### src/rtl/wdt_guard_pkg.sv
package wdt_guard_pkg;

    localparam int REG_W    = 8;
    localparam int BIT_BAUD = 7;
    localparam int BIT_POR  = 6;
    localparam int BIT_WDIF = 3;
    localparam int BIT_WTRF = 2;
    localparam int BIT_EWT  = 1;
    localparam int BIT_KICK = 0;

    typedef struct packed {
        logic baud;
        logic pwr_flag;
        logic tmo_flag;
        logic wdr_flag;
        logic rst_en;
    } ctrl_t;

    function automatic logic [REG_W-1:0] pack_ctrl(input ctrl_t c);
        logic [REG_W-1:0] v;
        v = '0;
        v[BIT_BAUD] = c.baud;
        v[BIT_POR]  = c.pwr_flag;
        v[BIT_WDIF] = c.tmo_flag;
        v[BIT_WTRF] = c.wdr_flag;
        v[BIT_EWT]  = c.rst_en;
        return v;
    endfunction

endpackage

### src/rtl/wdt_tick_counter.sv
module wdt_tick_counter #(
    parameter int SEL_W    = 2,
    parameter int BASE_EXP = 17,
    parameter int EXP_STEP = 3
) (
    input  logic             clk,
    input  logic             por_n,
    input  logic             clear_i,
    input  logic [SEL_W-1:0] tsel_i,
    output logic             expire_o
);
    localparam int NUM_SEL = 1 << SEL_W;
    localparam int CNT_W   = BASE_EXP + EXP_STEP * (NUM_SEL - 1);

    typedef struct packed {
        logic [CNT_W-1:0] cnt;
    } cnt_state_t;

    cnt_state_t st_d, st_q;
    logic [CNT_W-1:0] last_val [NUM_SEL];
    logic hit;

    for (genvar g = 0; g < NUM_SEL; g++) begin : g_limit
        assign last_val[g] = CNT_W'((64'd1 << (BASE_EXP + EXP_STEP * g)) - 64'd1);
    end

    assign hit      = (st_q.cnt == last_val[tsel_i]);
    assign expire_o = hit & ~clear_i;

    always_comb begin
        st_d = st_q;
        if (clear_i || hit) begin
            st_d.cnt = '0;
        end else begin
            st_d.cnt = st_q.cnt + 1'b1;
        end
    end

    always_ff @(posedge clk or negedge por_n) begin
        if (!por_n) begin
            st_q <= '0;
        end else begin
            st_q <= st_d;
        end
    end

endmodule

### src/rtl/wdt_grace_timer.sv
module wdt_grace_timer #(
    parameter int GRACE_CYCLES = 512
) (
    input  logic clk,
    input  logic por_n,
    input  logic clear_i,
    input  logic start_i,
    input  logic rst_en_i,
    output logic fire_o,
    output logic wdr_set_o
);
    localparam int GR_W = (GRACE_CYCLES > 2) ? $clog2(GRACE_CYCLES) : 1;

    typedef struct packed {
        logic            act;
        logic [GR_W-1:0] cnt;
        logic            req;
    } grace_state_t;

    grace_state_t st_d, st_q;
    logic done;

    assign done      = st_q.act && (st_q.cnt == GR_W'(GRACE_CYCLES - 1));
    assign wdr_set_o = done & rst_en_i & ~clear_i;
    assign fire_o    = st_q.req;

    always_comb begin
        st_d     = st_q;
        st_d.req = wdr_set_o;
        if (clear_i) begin
            st_d.act = 1'b0;
            st_d.cnt = '0;
        end else if (start_i) begin
            st_d.act = 1'b1;
            st_d.cnt = '0;
        end else if (done) begin
            st_d.act = 1'b0;
            st_d.cnt = '0;
        end else if (st_q.act) begin
            st_d.cnt = st_q.cnt + 1'b1;
        end
    end

    always_ff @(posedge clk or negedge por_n) begin
        if (!por_n) begin
            st_q <= '0;
        end else begin
            st_q <= st_d;
        end
    end

endmodule

### src/rtl/wdt_ctrl_reg.sv
module wdt_ctrl_reg
    import wdt_guard_pkg::*;
(
    input  logic             clk,
    input  logic             por_n,
    input  logic             warm_rst_i,
    input  logic             wr_hit_i,
    input  logic [REG_W-1:0] wdata_i,
    input  logic             tmo_set_i,
    input  logic             wdr_set_i,
    output ctrl_t            ctrl_o,
    output logic             kick_o
);
    ctrl_t st_d, st_q;
    logic  unused_wbits;

    assign unused_wbits = ^wdata_i[5:4];
    assign kick_o       = wr_hit_i & wdata_i[BIT_KICK];
    assign ctrl_o       = st_q;

    always_comb begin
        st_d = st_q;
        if (wr_hit_i) begin
            st_d.baud     = wdata_i[BIT_BAUD];
            st_d.pwr_flag = wdata_i[BIT_POR];
            st_d.tmo_flag = wdata_i[BIT_WDIF];
            st_d.wdr_flag = wdata_i[BIT_WTRF];
            st_d.rst_en   = wdata_i[BIT_EWT];
        end
        if (warm_rst_i) begin
            st_d.rst_en = 1'b0;
            st_d.baud   = 1'b0;
        end
        if (tmo_set_i) begin
            st_d.tmo_flag = 1'b1;
        end
        if (wdr_set_i) begin
            st_d.wdr_flag = 1'b1;
        end
    end

    always_ff @(posedge clk or negedge por_n) begin
        if (!por_n) begin
            st_q          <= '0;
            st_q.pwr_flag <= 1'b1;
        end else begin
            st_q <= st_d;
        end
    end

endmodule

### src/rtl/wdt_guard.sv
module wdt_guard
    import wdt_guard_pkg::*;
#(
    parameter int              ADDR_W       = 8,
    parameter logic [ADDR_W-1:0] CTRL_ADDR  = 8'h1C,
    parameter int              SEL_W        = 2,
    parameter int              BASE_EXP     = 17,
    parameter int              EXP_STEP     = 3,
    parameter int              GRACE_CYCLES = 512
) (
    input  logic              clk,
    input  logic              por_n,
    input  logic              warm_rst,
    input  logic [SEL_W-1:0]  tsel,
    input  logic              irq_en,
    input  logic [ADDR_W-1:0] bus_addr,
    input  logic              bus_wr,
    input  logic [7:0]        bus_wdata,
    output logic [7:0]        bus_rdata,
    output logic              wdt_irq,
    output logic              wdt_rst_req,
    output logic              baud_dbl
);
    logic  wr_hit;
    logic  kick;
    logic  cnt_clear;
    logic  expire;
    logic  wdr_set;
    ctrl_t ctrl_q;

    assign wr_hit    = bus_wr && (bus_addr == CTRL_ADDR);
    assign cnt_clear = warm_rst | kick;

    wdt_ctrl_reg u_reg (
        .clk        (clk),
        .por_n      (por_n),
        .warm_rst_i (warm_rst),
        .wr_hit_i   (wr_hit),
        .wdata_i    (bus_wdata),
        .tmo_set_i  (expire),
        .wdr_set_i  (wdr_set),
        .ctrl_o     (ctrl_q),
        .kick_o     (kick)
    );

    wdt_tick_counter #(
        .SEL_W    (SEL_W),
        .BASE_EXP (BASE_EXP),
        .EXP_STEP (EXP_STEP)
    ) u_cnt (
        .clk      (clk),
        .por_n    (por_n),
        .clear_i  (cnt_clear),
        .tsel_i   (tsel),
        .expire_o (expire)
    );

    wdt_grace_timer #(
        .GRACE_CYCLES (GRACE_CYCLES)
    ) u_grace (
        .clk       (clk),
        .por_n     (por_n),
        .clear_i   (cnt_clear),
        .start_i   (expire),
        .rst_en_i  (ctrl_q.rst_en),
        .fire_o    (wdt_rst_req),
        .wdr_set_o (wdr_set)
    );

    assign bus_rdata = (bus_addr == CTRL_ADDR) ? pack_ctrl(ctrl_q) : 8'h00;
    assign wdt_irq   = ctrl_q.tmo_flag & irq_en;
    assign baud_dbl  = ctrl_q.baud;

endmodule

### config.mk
export PLATFORM = sky130hd
export DESIGN_NAME = wdt_guard
export DESIGN_NICKNAME = d
export VERILOG_FILES = /design/src/rtl/wdt_guard_pkg.sv /design/src/rtl/wdt_tick_counter.sv /design/src/rtl/wdt_grace_timer.sv /design/src/rtl/wdt_ctrl_reg.sv /design/src/rtl/wdt_guard.sv
export SDC_FILE = /design/constraint.sdc
export NUM_CORES = 1
export LEC_CHECK = 0
export ABC_CLOCK_PERIOD_IN_PS = 5300
export BUFFER_PORTS_ARGS = -buffer_cell sky130_fd_sc_hd__clkbuf_2
export CAP_MARGIN = 20
export CORE_MARGIN = 2
export CORE_UTILIZATION = 60
export CTS_CLUSTER_DIAMETER = 40
export DETAILED_ROUTE_END_ITERATION = 16
export PLACE_DENSITY = 0.83
export SLEW_MARGIN = 20
export SYNTH_ARGS = -nofsm -noshare
export SYNTH_HDL_FRONTEND = slang
export SYNTH_SLANG_ARGS = --single-unit
### constraint.sdc
create_clock -name clk -period 5.3 [get_ports clk]
set_input_delay 0.265 -clock clk [delete_from_list [all_inputs] [get_ports clk]]
set_output_delay 0.265 -clock clk [all_outputs]
set_load 0.01 [all_outputs]
==> results.txt <==
critical path class: register to register
ys flop type: dfrtp_1
reg-to-reg slack, setup: 2.85 ns
DR vias/cell: 5.91
Synth Instances: 243
num rows: 22
RSZ-0062 raised after global routing: false
Slew Viols, Final: 0
nets: 293
Clock transition at path regs: 0.08 ns
via count: 1866
Least-Margin Pin Slew: 0.897 ns
final worst-path cycle share: 0.461
flops & latches, synth: 42
clk sink count: 42
Max Freq: 409 MHz
status: finished clean
Total Routing Usage GR: 0.230
Chip Height: 65.7 um
startpoint class of the critical path: register
Hold Path Class: input port to asynchronous set/reset pin
drt total wl: 4440 um
Resized Gates After CTS: 0
worst stage delay on the critical path: 0.43 ns
Die ar.: 4320 um^2
Setup Fix Bufs, Post-CTS: 0
Worst Reg-to-Reg Cells: 9
die width: 65.7 um
RR Startpoint: u_grace.st_q[1]
CP required: 5.53 ns
# DRC: 0
critical-path cell list: ha_1 -> and3_1 -> and3_1 -> and3_1 -> ha_1 -> nand2b_1 -> nor4_1 -> a21oi_1 -> nor2_1
final hold slack: 0.0897 ns
Num CTS Buffers: 5
Fin. Hold Viols: 0
core area: 3660 um^2
port bufs: 28
most frequent CP cell: and3_1
H-tree levels: 2
R2R Path End: u_grace.st_q[6]
Yosys cell types: 46
vias in the first global route: 1803
grt ovf: 0
Final Wtd Congestion: 0.835
Top delay family on crit path: simple AND/OR/NAND/NOR gates
Power Density: 231 nW/um^2
mean post-synth cell area: 9.40 um^2
maxcap violations: 0
# IOs: 34
final setup fails: 0
Min Clock Period, post-route: 2.45 ns
Max stage delay cell, worst path: dfrtp_1
top cell type by total area after synthesis: dfrtp_1
CTS tree: done
Seq/Total Area, Yosys: 0.461
CTS Buffer Depth: 2
Crit. End Element: register
Power Total: 0.575 mW
clock insertion delay at the later pin of the skew report: 0.30 ns
drt first-iter violations: 149
Static Leak: 1.11 nW
area share of the largest cell type after synthesis: 0.449
skew final: 0.00939 ns
worst vdd ir: 0.000195 V
WL/cell: 14.0 um
post-detail-place hpwl: 3130 um
layout cells sized above 1: 0.183
Fillers: 282
Max FO, Critical Path: 11
Util after Layout: 0.680
Post-synth EDFFs: 0
Synth async-reset ratio: 1.00
antenna fix cells: 0
detailed-router iteration count before antenna repair: 4
top cells by area, synth: dfrtp_1 (45%), nor2_1 (6.1%), xnor2_1 (4.2%)
Hold Buf Count CTS: 0
clk root buf: clkbuf_8
WP data arrival: 2.67 ns
first-pass GRT wire length: 7620 um
Cell Area, Synth: 2280 um^2
Area Growth Syn to Fin: 9.04%
yosys warns: 0
ANT nets after route: 0
Place WS: 2.94 ns
Sum Neg Setup Slack: 0 ns
Crit path buffers/inverters: 0
largest net degree at the start of global routing: 43
PnR worst setup slack: 2.85 ns
Starting Density: 0.624
initial antenna violation count: 0
Relative slew margins: 0.402
Yosys cell counts, types with 3 or more instances:
cell type,instances
dfrtp_1,41
nor2_1,37
nand2_1,21
nand3_1,14
a21oi_1,12
o21ai_0,11
xnor2_1,11
nand4_1,8
nor3_1,8
xor2_1,8
and3_1,7
and2_1,6
buf_6,4
mux2i_1,4
buf_4,3
clkbuf_1,3
ha_1,3
inv_1,3
nand2b_1,3
or3_1,3
state kept, by name (all words and copies together), names as in the netlist:
register	count
u_grace.st_q	10
u_cnt.st_q	26
u_grace.fire_o	1
u_reg.ctrl_o	5
metal layers:
metal  routed length [um]  track usage
met1                 1930        0.279
met2                 2280        0.388
met3                  176       0.0565
met4                   56       0.0990
met5                    0            0
through the flow:
stage	cells	area (um^2)
6_report	316	2490
2_1_floorplan	245	2290
5_1_grt	316	2490
3_5_place_dp	308	2400
3_3_place_gp	308	2400
4_1_cts	316	2490
area by class of cell:
| class | count | area (um^2) | share of cell area |
|---|---|---|---|
| clock buffers | 6 | 82.6 | 0.0331 |
| clock inverters | 2 | 12.5 | 0.00502 |
| inverters | 3 | 11.3 | 0.00452 |
| multi-input cells | 187 | 1130 | 0.455 |
| flip-flops and latches | 42 | 1050 | 0.422 |
| well taps | 48 | 60.1 | 0.0241 |
| repair buffers | 28 | 140 | 0.0563 |
cells by family (layout without fill, tap and decap cells):
family	count (synthesis)	count (layout)	synth area share
compound gates	33	33	0.0893
mux	5	5	0.0225
xor+xnor	19	19	0.0728
buf+inv	16	39	0.0471
simple gates	124	124	0.290
fa+ha+maj	3	3	0.0164
flops	42	42	0.461
other cells	1	3	0.00164
worst max-delay path by stage:
stage,start,to,slack (ns),depth (start not counted)
finish,u_grace.st_q[1],u_grace.st_q[6],2.85,9
global route,u_grace.st_q[1],u_grace.st_q[6],2.72,9
CTS,u_grace.st_q[1],u_grace.st_q[6],2.90,9
detailed placement,u_grace.st_q[1],u_grace.st_q[6],2.94,9
global placement,u_grace.st_q[1],u_grace.st_q[6],2.99,9
floorplan,u_grace.st_q[1],u_grace.st_q[6],3.30,9
placed cells by master, fill, tap and decap left out, types with 4 or more instances in the layout:
master | Yosys | final
nand3_1 | 14 | 14
xnor2_1 | 11 | 11
nor2_1 | 37 | 37
nand2_1 | 21 | 21
nand4_1 | 8 | 8
and3_1 | 7 | 7
and2_1 | 6 | 6
clkbuf_8 | 0 | 6
clkbuf_2 | 1 | 27
xor2_1 | 8 | 8
o21ai_0 | 11 | 11
a21oi_1 | 12 | 12
nor3_1 | 8 | 8
dfrtp_1 | 41 | 41
mux2i_1 | 4 | 4
report_power, final:
part           internal (mW)  leakage, nW  total [mW]  switching (mW)
registers              0.325        0.577       0.329         0.00406
logic                 0.0119        0.485      0.0320          0.0201
clock network          0.105       0.0472       0.213           0.109
No activity file was read; power rests on OpenSTA's default activity.
